==> src/rtl/hbp_pkg.sv <==
package hbp_pkg;
  localparam int HBP_CNT_W = 8;
  localparam int HBP_DB_W  = 7;
  typedef enum logic {CH_HI = 1'b0, CH_LO = 1'b1} hbp_chan_e;
endpackage

==> src/rtl/hbp_timebase.sv <==
module hbp_timebase #(
  parameter int CNT_W = hbp_pkg::HBP_CNT_W
) (
  input  logic             clk,
  input  logic             rst_n,
  input  logic             en,
  input  logic [CNT_W-1:0] period,
  output logic [CNT_W-1:0] cnt,
  output logic             wrap
);
  logic [CNT_W-1:0] cnt_d;

  assign wrap = (cnt >= period);

  always_comb begin
    if (!en)       cnt_d = '0;
    else if (wrap) cnt_d = '0;
    else           cnt_d = cnt + 1'b1;
  end

  always_ff @(posedge clk or negedge rst_n) begin
    if (!rst_n) cnt <= '0;
    else        cnt <= cnt_d;
  end

  AST_CNT_RESTART: assert property (@(posedge clk) disable iff (!rst_n)
    en && wrap |=> cnt == '0);
  AST_CNT_STEP: assert property (@(posedge clk) disable iff (!rst_n)
    en && !wrap |=> cnt == $past(cnt) + 1'b1);
endmodule

==> src/rtl/hbp_shadow.sv <==
module hbp_shadow #(
  parameter int CNT_W = hbp_pkg::HBP_CNT_W,
  parameter int DB_W  = hbp_pkg::HBP_DB_W
) (
  input  logic             clk,
  input  logic             rst_n,
  input  logic             en,
  input  logic             wrap,
  input  logic [CNT_W-1:0] duty_in,
  input  logic [DB_W-1:0]  dead_in,
  output logic [CNT_W-1:0] duty_s,
  output logic [DB_W-1:0]  dead_s
);
  logic             load;
  logic [CNT_W-1:0] duty_d;
  logic [DB_W-1:0]  dead_d;

  assign load = !en || wrap;

  always_comb begin
    duty_d = duty_s;
    dead_d = dead_s;
    if (load) begin
      duty_d = duty_in;
      dead_d = dead_in;
    end
  end

  always_ff @(posedge clk or negedge rst_n) begin
    if (!rst_n) begin
      duty_s <= '0;
      dead_s <= '0;
    end else begin
      duty_s <= duty_d;
      dead_s <= dead_d;
    end
  end

  AST_SHADOW_HOLD: assert property (@(posedge clk) disable iff (!rst_n)
    en && !wrap |=> $stable(duty_s) && $stable(dead_s));
endmodule

==> src/rtl/hbp_deadband_ch.sv <==
module hbp_deadband_ch #(
  parameter int DB_W = hbp_pkg::HBP_DB_W
) (
  input  logic            clk,
  input  logic            rst_n,
  input  logic            en,
  input  logic            nom,
  input  logic [DB_W-1:0] dead,
  output logic            drive
);
  localparam logic [DB_W-1:0] RUN_MAX = '1;

  logic [DB_W-1:0] run, run_d;
  logic            drive_d;

  always_comb begin
    if (!en || !nom)        run_d = '0;
    else if (run == RUN_MAX) run_d = run;
    else                    run_d = run + 1'b1;
    drive_d = en && nom && (run >= dead);
  end

  always_ff @(posedge clk or negedge rst_n) begin
    if (!rst_n) begin
      run   <= '0;
      drive <= 1'b0;
    end else begin
      run   <= run_d;
      drive <= drive_d;
    end
  end

  AST_FALL_IMMEDIATE: assert property (@(posedge clk) disable iff (!rst_n)
    !nom |=> !drive);
  AST_DB_HOLDOFF: assert property (@(posedge clk) disable iff (!rst_n)
    en && $rose(nom) && (dead != '0) |=> !drive);
endmodule

==> src/rtl/hb_deadband_pwm.sv <==
module hb_deadband_pwm #(
  parameter int CNT_W = hbp_pkg::HBP_CNT_W,
  parameter int DB_W  = hbp_pkg::HBP_DB_W
) (
  input  logic             clk,
  input  logic             rst_n,
  input  logic             en,
  input  logic [CNT_W-1:0] period_i,
  input  logic [CNT_W-1:0] duty_i,
  input  logic [DB_W-1:0]  dead_i,
  output logic             out_a,
  output logic             out_b
);
  localparam int NCH = 2;

  logic [1:0]       rst_pipe;
  logic             rst_sn;
  logic [CNT_W-1:0] cnt;
  logic             wrap;
  logic [CNT_W-1:0] duty_s;
  logic [DB_W-1:0]  dead_s;
  logic             a_phase;
  logic [NCH-1:0]   nom;
  logic [NCH-1:0]   drv;

  // asynchronous assertion, synchronous release
  always_ff @(posedge clk or negedge rst_n) begin
    if (!rst_n) rst_pipe <= 2'b00;
    else        rst_pipe <= {rst_pipe[0], 1'b1};
  end
  assign rst_sn = rst_pipe[1];

  hbp_timebase #(.CNT_W(CNT_W)) u_tb (
    .clk(clk), .rst_n(rst_sn), .en(en), .period(period_i),
    .cnt(cnt), .wrap(wrap)
  );

  hbp_shadow #(.CNT_W(CNT_W), .DB_W(DB_W)) u_sh (
    .clk(clk), .rst_n(rst_sn), .en(en), .wrap(wrap),
    .duty_in(duty_i), .dead_in(dead_i),
    .duty_s(duty_s), .dead_s(dead_s)
  );

  assign a_phase = (cnt < duty_s);
  assign nom[hbp_pkg::CH_HI] = en && a_phase;
  assign nom[hbp_pkg::CH_LO] = en && !a_phase;

  for (genvar g = 0; g < NCH; g++) begin : g_ch
    hbp_deadband_ch #(.DB_W(DB_W)) u_ch (
      .clk(clk), .rst_n(rst_sn), .en(en), .nom(nom[g]),
      .dead(dead_s), .drive(drv[g])
    );
  end

  assign out_a = drv[hbp_pkg::CH_HI];
  assign out_b = drv[hbp_pkg::CH_LO];

  AST_NO_OVERLAP: assert property (@(posedge clk) disable iff (!rst_sn)
    !(out_a && out_b));
  AST_EN_OFF: assert property (@(posedge clk) disable iff (!rst_sn)
    !en |=> !out_a && !out_b);
endmodule

==> config.mk <==
export PLATFORM = sky130hd
export DESIGN_NAME = hb_deadband_pwm
export DESIGN_NICKNAME = d
export VERILOG_FILES = /design/src/rtl/hbp_pkg.sv /design/src/rtl/hbp_timebase.sv /design/src/rtl/hbp_shadow.sv /design/src/rtl/hbp_deadband_ch.sv /design/src/rtl/hb_deadband_pwm.sv
export SDC_FILE = /design/constraint.sdc
export NUM_CORES = 1
export LEC_CHECK = 0
export BUFFER_PORTS_ARGS = -buffer_cell sky130_fd_sc_hd__buf_2
export CORE_MARGIN = 3
export CORE_UTILIZATION = 60
export CTS_BUF_LIST = sky130_fd_sc_hd__clkbuf_16
export CTS_CLUSTER_DIAMETER = 150
export CTS_CLUSTER_SIZE = 25
export DETAILED_ROUTE_END_ITERATION = 8
export GPL_ROUTABILITY_DRIVEN = 0
export HOLD_SLACK_MARGIN = 0.02
export PLACE_DENSITY_LB_ADDON = 0.12
export SYNTH_ARGS = -nofsm -noshare
export SYNTH_HDL_FRONTEND = slang
export SYNTH_SLANG_ARGS = --single-unit
==> constraint.sdc <==
create_clock -name clk -period 2.25 [get_ports clk]
set_input_delay 0.225 -clock clk [delete_from_list [all_inputs] [get_ports clk]]
set_output_delay 0.225 -clock clk [all_outputs]
set_load 0.005 [all_outputs]
# Word-level counts from Yosys, hierarchy flattened
# Index checks and enable logic that the tools add are counted.
dict set report totals {
  register_bits 41
  inputBits 26
  out_inout_bits 2
  wordCells 38
}
dict set report op_classes {
  add_sub_neg 3
  n_lt_le_gt_ge 4
  n_eq_ne 4
  muxes 6
  reduce_logical 13
}
# cell n
set op_table {}
lappend op_table {{$mux 7} 4}
lappend op_table {{$mux 8} 2}
lappend op_table {{$add 7x1->7 const B} 2}
lappend op_table {{$eq 7x7->1 const B} 2}
lappend op_table {{$ge 7x7->1} 2}
lappend op_table {{$add 8x1->8 const B} 1}
lappend op_table {{$ge 8x8->1} 1}
lappend op_table {{$lt 8x8->1} 1}
lappend op_table {{$logic_and 1x1->1} 6}
lappend op_table {{$logic_not 1->1} 4}
lappend op_table {{$ne 2x1->1 const B} 2}
lappend op_table {{$logic_or 1x1->1} 3}

# Logic depth before layout (Yosys ltp)
# Gate-level depths: netlist of run 1.
dict set report depth {
  word_depth 6
  mapped_depth 9
  mapped_depth_nobuf 6
}

# By module
# From an unflattened synthesis of run 1, not the netlist that was laid out.
dict set report hier_totals {
  hier_cells 240
  hier_area_um2 2580.0
}
# mod n_inst cells_per_inst area_per_inst_um2 seq_area_each_um2
set modules_own_cells {}
lappend modules_own_cells {hbp_deadband_ch 2 59 566.8 200.2}
lappend modules_own_cells {hbp_shadow 1 33 626.9 375.4}
lappend modules_own_cells {hbp_timebase 1 59 570.5 200.2}
lappend modules_own_cells {hb_deadband_pwm 1 30 249.0 50.0}

# Least setup slack after synthesis of run 1
# OpenSTA, ideal clock, no wires.
dict set report synth_timing {
  path_type {register to register}
  start {register u_tb.cnt[0]}
  end {register u_sh.duty_s[5]}
  setup_time_ns 0.126
  arrival_ns 1.752
  setup_slack_ns 0.372
  stages_incl_launch_ff 8
  cell_sequence {dfrtp_1 -> inv_1 -> ha_1 -> or3b_1 -> o2111ai_2 -> a21oi_2 -> buf_6 -> a221o_1}
}
dict set report synth_between {
  elab_chain_len 2
}
# item line_no
set synth_lines {}
lappend synth_lines {{from (decl)} hbp_timebase.sv:8} ;# output logic [CNT_W-1:0] cnt,
lappend synth_lines {{from (signal assigned)} hbp_timebase.sv:23} ;# else cnt <= cnt_d;
lappend synth_lines {{$ge 8x8->1} hbp_timebase.sv:13} ;# assign wrap = (cnt >= period);
lappend synth_lines {{$logic_or 1x1->1} hbp_shadow.sv:18} ;# assign load = !en || wrap;
lappend synth_lines {{to (signal assigned)} hbp_shadow.sv:34} ;# duty_s <= duty_d;
lappend synth_lines {{to (decl)} hbp_shadow.sv:11} ;# output logic [CNT_W-1:0] duty_s,
# No other way between the ends.
# A chain may end at the register's enable or synchronous reset.

# Worst setup path after layout of run 1
dict set report layout_timing {
  start {register u_tb.cnt[3]}
  end {register u_sh.duty_s[7]}
}
# The elaborated chain is that of the path after synthesis.

==> metrics.yaml, run 1 <==
setup_path:
  r2r_setup_slack_ps: 220
  path_cells: "ha_1, a211oi_1, a21boi_2, a21oi_4, a221o_1"
  critical_path_required_ps: 2410
  crit_buf_inv: 0
  cp_max_fo: 23
  crit_arrival_ps: 2190
  crit_family: "compound AO/OA/AOI/OAI gates"
  criticalPathCategory: "reg2reg"
  start_kind: "flip-flop"
  crit_path_end_kind: "flip-flop"
  slowest_delay_ps: 460
  r2r_cells: 5
  worstReg2RegStart: "u_tb.cnt[3]"
  timing.rr.end: "u_sh.duty_s[7]"
  worst_path_max_delay_cell: "dfrtp_1"
grt:
  antenna_found_initial: 0
  grt-ovfl-total: 0
  grt_max_degree: 30
  grt_use_total: 0.241
  grt_pass1_wl_microns: 10000
  grt_pass1_vias: 2101
final_layout:
  area_growth_pct: 12.2
  final_cells: 346
  n_fill_cell: 316
  multi_input_area_sq_mm: 0.00153
  register_area_sq_mm: 0.00103
  diodes: 0
  drive_above_1_share: 0.213
  final_nets: 354
logic_synthesis:
  synth_seq_cells: 41
  syn_area_sq_mm: 0.00272
  synthDistinctLibCells: 47
  synth_cells: 265
  ys.flop_type: "dfrtp_1"
  synth_nets: 323
  yosysWarnings: 0
  ys_seq_area_frac: 0.377
  syn_area_per_cell_sq_um: 10.3
  synthArstFlopShare: 1.00
  synth_edf_count: 0
clock_tree:
  clock_path_buffers: 2
  cts_made_buffers: 5
  cts_tree: "done"
  clock_latency_ps: 280
  path_clk_slew_ps: 60
  root_buffer: "clkbuf_16"
  cts.sinks: 41
  cts_max_level: 2
power:
  power_leakage_nw: 1.55
  cellPowerDensity_mw_per_mm2: 604
  peakVddDrop_mv: 0.426
floorplanning:
  pin_count: 28
  core-area_sq_mm: 0.00417
  die_area_sq_mm: 0.00538
  start_util: 0.652
  die_h_microns: 73.3
  core.rowCount: 23
  fp.dieW_microns: 73.3
sta:
  fmax_mhz: 492
  skew_ps: 3.56
  min_period_over_period: 0.904
  hold_violations: 0
  maxSlewViolCount: 0
  min_period_ps: 2030
  tns_ps: 0
  slew_headroom: 0.560
  rsz0062_at_grt: "no"
  setup_viol: 0
  worst_pin_slew_ps: 658
placed_design:
  post-place-cells: 338
  io_buffers: 27
  place_hpwl_microns: 4360
flow_run:
  drv_cap: 0
drt:
  drt_iter0_drc: 130
  routed_wl_microns: 6000
  first_pass_iters: 4
  postRouteAntennaNets: 0
  vias_per_cell: 6.32
  via_count: 2186
  wl_per_cell_microns: 17.3
  remaining_drc_errors: 0
min_path:
  whs_endpoint: "u_sh.dead_s[6]"
  hp-class: "in2reg"
  min_from: "dead_i[6]"
  worstHoldPathCells: 2
run_status:
  status: "completed"
[cells by family after synthesis]
group,count (synthesis),share of synthesized area
buffers and inverters,37,0.0658
multiplexers,1,0.00368
AND/OR/NAND/NOR,58,0.119
AO/OA/AOI/OAI,85,0.253
flip-flops,41,0.377
XOR/XNOR,10,0.0322
other,1,0.00138
adder cells (fa/ha/maj),32,0.147
[repair_timing]
item	CTS	global route
resized for setup	1	1
setup buffers	0	0
hold endpoints to repair	2	0
hold buffers	1	0
endpoints found under the setup margin	1	15
[routing by layer]
| layer | up-vias | track usage | wire (microns) |
|---|---|---|---|
| li1 | 1060 | - | - |
| met1 | 1075 | 0.344 | 2870 |
| met2 | 46 | 0.380 | 2770 |
| met3 | 5 | 0.0451 | 313 |
| met4 | 0 | 0.0624 | 50 |
| met5 | - | 0 | 0 |
[cells in the mapped netlist, types with 4 or more instances]
cell	instances	area share
ha_1	32	0.15
nand2_1	8	0.011
a21boi_0	15	0.041
nor3_1	13	0.024
a221o_1	15	0.055
and3_1	9	0.021
dfrtp_1	41	0.38
o21ai_0	6	0.011
xor2_1	7	0.023
a31o_2	15	0.048
a211oi_1	6	0.017
a21oi_1	6	0.011
inv_1	27	0.037
buf_6	5	0.021
nand3_1	10	0.018
nor2_1	4	0.0055
[registers in the layout, summed over array words and instances, names as in the netlist]
register,flops
g_ch.u_ch.run,14
u_sh.duty_s,8
u_tb.cnt,8
g_ch.u_ch.drive,2
u_sh.dead_s,7
rst_pipe,2
[worst max-delay path by stage]
stage | from | end | slack [ps] | depth (start not counted)
2_1_floorplan | u_tb.cnt[0] | u_sh.duty_s[5] | 370 | 7
3_3_place_gp | u_tb.cnt[0] | u_sh.dead_s[5] | 30 | 6
3_5_place_dp | u_tb.cnt[0] | u_sh.duty_s[7] | 10 | 6
4_1_cts | u_tb.cnt[3] | u_sh.duty_s[7] | 110 | 5
5_1_grt | u_tb.cnt[3] | u_sh.dead_s[2] | 90 | 5
6_report | u_tb.cnt[3] | u_sh.duty_s[7] | 220 | 5
[worst reg2reg max path: cells and delay by family, from the launching register on]
family / cells / cell delay (ps)
AO/OA/AOI/OAI: 4 / 1120
flip-flops: 1 / 460
adder cells (fa/ha/maj): 1 / 340
[stage by stage]
| stage | utilization | setup slack [ps] | power (mW) | hold slack (ps) | area (sq um) |
|---|---|---|---|---|---|
| floorplan | - | 372 | 1.09 | -70.6 | 2720 |
| global placement | 0.694 | 28.5 | 1.17 | 11.8 | 2900 |
| detailed placement | 0.694 | 11.6 | 1.19 | 12.7 | 2900 |
| CTS | 0.730 | 110 | 1.85 | 183 | 3050 |
| global route | 0.731 | 85.0 | 1.93 | 190 | 3050 |
| finish | 0.731 | 216 | 1.84 | 187 | 3050 |
[area by class of cell]
class | instances | share of cell area
sequential | 41 | 0.336
inverter | 27 | 0.0332
multi-input combinational | 187 | 0.500
timing repair buffer | 34 | 0.0664
clock buffer | 5 | 0.0410
clock inverter | 2 | 0.00246
tap | 50 | 0.0205
[power by group]
part | internal, mW | switching, mW | total (mW)
registers | 0.796 | 0.0627 | 0.858
logic | 0.163 | 0.162 | 0.326
clock network | 0.396 | 0.263 | 0.660
[cell usage in the layout (no fill, tap or decap), types with 4 or more instances in the layout]
cell type,n
dfrtp_1,41
a31o_2,15
a21oi_1,6
inv_1,28
nor2_1,4
and3_1,9
o21ai_0,6
nor3_1,13
a221o_1,15
buf_4,5
a21boi_0,15
buf_2,27
xor2_1,7
nand2_1,8
a211oi_1,6
clkbuf_16,5
ha_1,32
nand3_1,10
(Power assumes the default switching activity.)
==> inputs of run 2 (changes only) <==
--- a/config.mk
+++ b/config.mk
@@ -14,7 +14,8 @@
 export DETAILED_ROUTE_END_ITERATION = 8
 export GPL_ROUTABILITY_DRIVEN = 0
 export HOLD_SLACK_MARGIN = 0.02
-export PLACE_DENSITY_LB_ADDON = 0.12
+export PLACE_DENSITY = 0.81
 export SYNTH_ARGS = -nofsm -noshare
 export SYNTH_HDL_FRONTEND = slang
+export SYNTH_HIERARCHICAL = 1
 export SYNTH_SLANG_ARGS = --single-unit
==> metrics.yaml, run 2 <==
grt:
  grt_use_total: 0.205  # -0.0360
  antenna_found_initial: 0  # unchanged
  grt_pass1_wl_microns: 8220  # -18%
  grt_pass1_vias: 1861  # -11%
  grt_max_degree: 40  # +33%
  grt-ovfl-total: 0  # unchanged
logic_synthesis:
  synth_cells: 240  # -9.4%
  syn_area_sq_mm: 0.00258  # -5.2%
  synth_edf_count: 0  # unchanged
  ys_seq_area_frac: 0.398  # +0.0205
  synthArstFlopShare: 1.00  # unchanged
  synth_seq_cells: 41  # unchanged
  yosysWarnings: 6  # +6
  synth_nets: 298  # -7.7%
  yosys-top-cells-area: "dfrtp_1 40%, ha_1 16%, mux2_4 5.8%, inv_1 4.5%, a21oi_1 2.7%"
  syn_area_per_cell_sq_um: 10.7  # +4.7%
  ys.flop_type: "dfrtp_1"
  synth_top_area_frac: 0.398  # +0.0205
  synth_most_common_cell: "dfrtp_1"
  yosysTopAreaCell: "dfrtp_1"
  synthDistinctLibCells: 38  # -19%
  netlist_top_cells_count: "41 x dfrtp_1, 32 x ha_1, 31 x inv_1"
drt:
  routed_wl_microns: 4880  # -19%
  postRouteAntennaNets: 0  # unchanged
  wl_per_cell_microns: 14.8  # -14%
  drt_iter0_drc: 102  # -22%
  first_pass_iters: 5  # +1
  remaining_drc_errors: 0  # unchanged
  vias_per_cell: 5.74  # -9.2%
  via_count: 1887  # -14%
setup_path:
  cp_max_fo: 7  # -70%
  r2r_setup_slack_ps: 60  # -160 ps
  path_cells: "ha_1, or4_4, a21oi_4, o31ai_1, nand2b_2, mux2_4"
  slowest_delay_ps: 540  # +80 ps
  critical_path_required_ps: 2420  # about the same
  crit_path_end_kind: "flip-flop"
  worstReg2RegStart: "u_tb/cnt[1]"
  crit_family: "simple AND/OR/NAND/NOR gates"
  start_kind: "flip-flop"
  timing.rr.end: "u_sh/duty_s[2]"
  crit_buf_inv: 0  # unchanged
  criticalPathCategory: "reg2reg"
  crit_arrival_ps: 2360  # +170 ps
  r2r_cells: 6  # +1
  worst_path_max_delay_cell: "or4_4"
floorplanning:
  fp.dieW_microns: 71.6  # -2.4%
  start_util: 0.631  # -0.0205
  core.rowCount: 23  # unchanged
  core-area_sq_mm: 0.00409  # -2.1%
  die_area_sq_mm: 0.00512  # -4.7%
  die_h_microns: 71.6  # -2.4%
  pin_count: 28  # unchanged
final_layout:
  largest-register: "g_ch.u_ch/run"
  drive_above_1_share: 0.269  # +0.0560
  final_common_cell: "dfrtp_1"
  n_fill_cell: 300  # -5.1%
  reg_top3: "g_ch.u_ch/run x14, u_sh/duty_s x8, u_tb/cnt x8"
  largest_reg_flops: 14  # unchanged
  diodes: 0  # unchanged
  design_area_sq_mm: 0.00298  # -2.4%
  final_nets: 336  # -5.1%
  final_cell_mix: "41 x dfrtp_1, 32 x ha_1, 31 x inv_1"
  area_growth_pct: 15.5
sta:
  maxSlewViolCount: 0  # unchanged
  hold_violations: 0  # unchanged
  tns_ps: 0  # unchanged
  rsz0062_at_grt: "yes"
  skew_ps: 4.90  # +1.34 ps
  fmax_mhz: 457  # -7.1%
  min_period_over_period: 0.973  # +0.0693
  min_period_ps: 2190  # +156 ps
  setup_viol: 0  # unchanged
power:
  cellPowerDensity_mw_per_mm2: 662  # +9.6%
  peakVddDrop_mv: 0.366  # -14%
  power_leakage_nw: 1.58  # +2.5%
clock_tree:
  post_cts_buffers: 0  # unchanged
  root_buffer: "clkbuf_16"
  cts_tree: "done"
  clock_path_buffers: 2  # unchanged
  cts_max_level: 2  # unchanged
  path_clk_slew_ps: 60  # about the same
  cts.sinks: 41  # unchanged
  clock_latency_ps: 280  # about the same
  cts_made_buffers: 5  # unchanged
placed_design:
  place_hpwl_microns: 3540  # -19%
  place_area_sq_mm: 0.00277  # -4.4%
  io_buffers: 27  # unchanged
min_path:
  worstHoldPathCells: 2  # unchanged
  hp-class: "in2reg"
  whs_endpoint: "u_sh/duty_s[1]"
  min_from: "duty_i[1]"
flow_run:
  drv_cap: 0  # unchanged
run_status:
  status: "completed"
-- run 2: power by group --
group | switching, mW | internal [mW] | total, mW
logic | 0.117 | 0.122 | 0.239
registers | 0.0304 | 0.776 | 0.806
clock network | 0.294 | 0.634 | 0.928
total | 0.442 | 1.53 | 1.97
-- run 2: area by class of cell --
class                      count  area (sq um)  area share
inverter                      31           116      0.0391
clock inverter                 3          65.1      0.0218
multi-input combinational    165          1390       0.468
tap                           50          62.6      0.0210
sequential                    41          1030       0.344
timing repair buffer          34           190      0.0638
clock buffer                   5           125      0.0420
-- run 2: worst max path at each step --
stage	from	slack (ps)	depth (start not counted)	end
6_report	u_tb/cnt[1]	60	6	u_sh/duty_s[2]
5_1_grt	u_tb/cnt[3]	-50	9	g_ch[1].u_ch/run[4]
4_1_cts	u_tb/cnt[1]	70	6	u_sh/dead_s[4]
3_5_place_dp	u_tb/cnt[1]	80	6	u_sh/duty_s[0]
3_3_place_gp	u_tb/cnt[1]	110	6	u_sh/dead_s[1]
2_1_floorplan	u_tb/cnt[2]	30	8	u_sh/dead_s[0]
-- run 2: timing repair --
action / CTS / global route
endpoints found under the hold margin: 2 / 0
endpoints found under the setup margin: 0 / 7
hold buffers: 1 / 0
resized for setup: 0 / 1
-- run 2: metrics by stage --
stage,hold WS [ps],std cells,total power [mW],setup WS [ps],utilization
4_1_cts,168,328,1.98,66.0,0.727
5_1_grt,172,329,2.04,-50.7,0.729
3_3_place_gp,9.80,319,1.05,111,0.678
2_1_floorplan,-70.6,240,0.989,29.8,-
3_5_place_dp,10.5,319,1.06,82.6,0.678
6_report,172,329,1.97,59.7,0.729
-- run 2: logic make-up (layout without fill, tap and decap cells) --
logic type,count (synthesis),count (layout),synth area share
mux,17,17,0.0878
other cells,1,1,0.00145
xor+xnor,6,6,0.0204
buf+inv,35,73,0.0660
compound gates,46,46,0.130
fa+ha+maj,32,32,0.155
flops,41,41,0.398
simple gates,62,63,0.141
-- run 2: metal layers --
metal	track usage	share of wire	routed length (microns)	vias to the layer above
li1	-	-	-	923
met1	0.267	0.45	2190	910
met2	0.337	0.49	2390	46
met3	0.0449	0.046	223	8
met4	0.0772	0.016	80	0
met5	0	0	0	-
==> inputs of run 3 (changes only) <==
--- a/config.mk
+++ b/config.mk
@@ -6,7 +6,6 @@
 export NUM_CORES = 1
 export LEC_CHECK = 0
 export BUFFER_PORTS_ARGS = -buffer_cell sky130_fd_sc_hd__buf_2
-export CORE_MARGIN = 3
 export CORE_UTILIZATION = 60
 export CTS_BUF_LIST = sky130_fd_sc_hd__clkbuf_16
 export CTS_CLUSTER_DIAMETER = 150
==> metrics.yaml, run 3 (synthesis gave the netlist of run 2 again) <==
grt:
  grt-ovfl-total: 0  # unchanged
  grt_pass1_wl_microns: 8200  # -0.16%
  grt_use_total: 0.242  # +0.0365
  grt_max_degree: 40  # unchanged
  antenna_found_initial: 0  # unchanged
  grt_pass1_vias: 1845  # -0.86%
floorplanning:
  start_util: 0.636  # +0.00448
  core.rowCount: 23  # unchanged
  die_area_sq_mm: 0.00457  # -11%
  core-area_sq_mm: 0.00406  # -0.70%
  fp.dieW_microns: 67.6  # -5.6%
  pin_count: 28  # unchanged
  die_h_microns: 67.6  # -5.6%
drt:
  wl_per_cell_microns: 14.6  # -1.5%
  remaining_drc_errors: 0  # unchanged
  postRouteAntennaNets: 0  # unchanged
  via_count: 1875  # -0.64%
  vias_per_cell: 5.72  # -0.33%
  routed_wl_microns: 4800  # -1.8%
  first_pass_iters: 5  # unchanged
  drt_iter0_drc: 89  # -13%
placed_design:
  place_area_sq_mm: 0.00277  # unchanged
  io_buffers: 27  # unchanged
  place_hpwl_microns: 3500  # -1.2%
  post-place-cells: 319  # unchanged
  pre_cts_ws_ps: 81.0  # -1.54 ps
power:
  power_leakage_nw: 1.56  # -1.3%
  cellPowerDensity_mw_per_mm2: 627  # -5.3%
  peakVddDrop_mv: 0.287  # -21%
setup_path:
  start_kind: "flip-flop"
  critical_path_required_ps: 2410  # about the same
  r2r_setup_slack_ps: 50  # about the same
  crit_arrival_ps: 2360  # about the same
  path_cells: "ha_1, or4_4, a21oi_4, o31ai_1, nand2b_4, mux2_4"
  crit_path_end_kind: "flip-flop"
  slowest_delay_ps: 540  # about the same
  criticalPathCategory: "reg2reg"
  worst_path_max_delay_cell: "or4_4"
  cp_max_fo: 15  # +8
sta:
  setup_viol: 0  # unchanged
  rsz0062_at_grt: "no"
  whs_ps: 171  # -0.211 ps
  fmax_mhz: 455  # -0.24%
  skew_ps: 5.21  # +0.319 ps
  hold_violations: 0  # unchanged
  setup_ws_ps: 54.3  # -5.37 ps
  tns_ps: 0  # unchanged
  min_period_over_period: 0.976  # +0.00239
  maxSlewViolCount: 0  # unchanged
  min_period_ps: 2200  # +5.37 ps
clock_tree:
  cts_tree: "done"
  cts_made_buffers: 5  # unchanged
  path_clk_slew_ps: 60  # about the same
  cts_max_level: 2  # unchanged
  post_cts_buffers: 0  # unchanged
  clock_path_buffers: 2  # unchanged
  clock_latency_ps: 280  # about the same
  root_buffer: "clkbuf_16"
  cts.sinks: 41  # unchanged
final_layout:
  reg_top3: "g_ch.u_ch/run x14, u_sh/duty_s x8, u_tb/cnt x8"
  drive_above_1_share: 0.259  # -0.00982
  final_nets: 335  # -0.30%
  diodes: 0  # unchanged
  largest-register: "g_ch.u_ch/run"
  final_common_cell: "dfrtp_1"
  final_cells: 328  # -0.30%
  final_cell_mix: "41 x dfrtp_1, 32 x ha_1, 31 x inv_1"
  area_growth_pct: 14.2
  design_area_sq_mm: 0.00295  # -1.1%
  largest_reg_flops: 14  # unchanged
min_path:
  hp-class: "in2reg"
run_status:
  status: "completed"
flow_run:
  drv_cap: 0  # unchanged
==> run 3: changes by cell type in the layout (fill, tap and decap cells not counted), sizes merged <==
cell,previous run,this run
bufinv,2,1
clkinvlp,0,1
nand2b,6,5
==> run 3: final cells by class <==
type / count / area [sq um]
clock inverters: 3 / 41.3
well taps: 50 / 62.6
clock buffers: 5 / 125
flip-flops and latches: 41 / 1030
fillers: 307 / 1110
repair buffers: 34 / 190
multi-input cells: 164 / 1380
inverters: 31 / 116
==> run 3: report_power, final <==
part | internal (mW) | total [mW] | switching [mW]
Sequential | 0.776 | 0.808 | 0.0326
Combinational | 0.122 | 0.239 | 0.117
Clock | 0.519 | 0.799 | 0.280
==> run 3: routing by layer <==
metal  share of wire  global-route usage  wire length, microns  vias to the layer above
li1                -                   -                     -                      918
met1            0.46               0.308                  2230                      898
met2            0.48               0.407                  2290                       52
met3           0.046              0.0456                   219                        7
met4           0.013              0.0824                    60                        0
met5               0                   0                     0                        -
==> run 3: stage by stage <==
stage	util	power [mW]
floorplan	-	0.989
global placement	0.682	1.05
detailed placement	0.682	1.06
CTS	0.726	1.86
global route	0.726	1.93
finish	0.726	1.85
==> run 3: critical path: cells and delay by family, from the launching register on <==
family / cells / cell delay (ps)
simple gates: 2 / 830
flops: 1 / 420
mux: 1 / 350
compound gates: 2 / 260
fa+ha+maj: 1 / 220
==> run 3: final timing paths <==
check / startpoint / end / cells past startpoint
setup / recovery: u_tb/cnt[1] / u_sh/dead_s[3] / 6
hold / removal: duty_i[0] / u_sh/duty_s[0] / 2
setup reg to reg: u_tb/cnt[1] / u_sh/dead_s[3] / 6
hold reg to reg: rst_pipe[1] / g_ch[1].u_ch/run[5] / 1
max in group asynchronous: rst_pipe[1] / u_sh/duty_s[5] / 1
min in group asynchronous: rst_n / rst_pipe[0] / 2
==> run 3: what timing repair did <==
item | 4_1_cts | 5_1_grt
endpoints found under the hold margin | 2 | 0
hold buffers | 1 | 0
gates resized for setup | 0 | 0
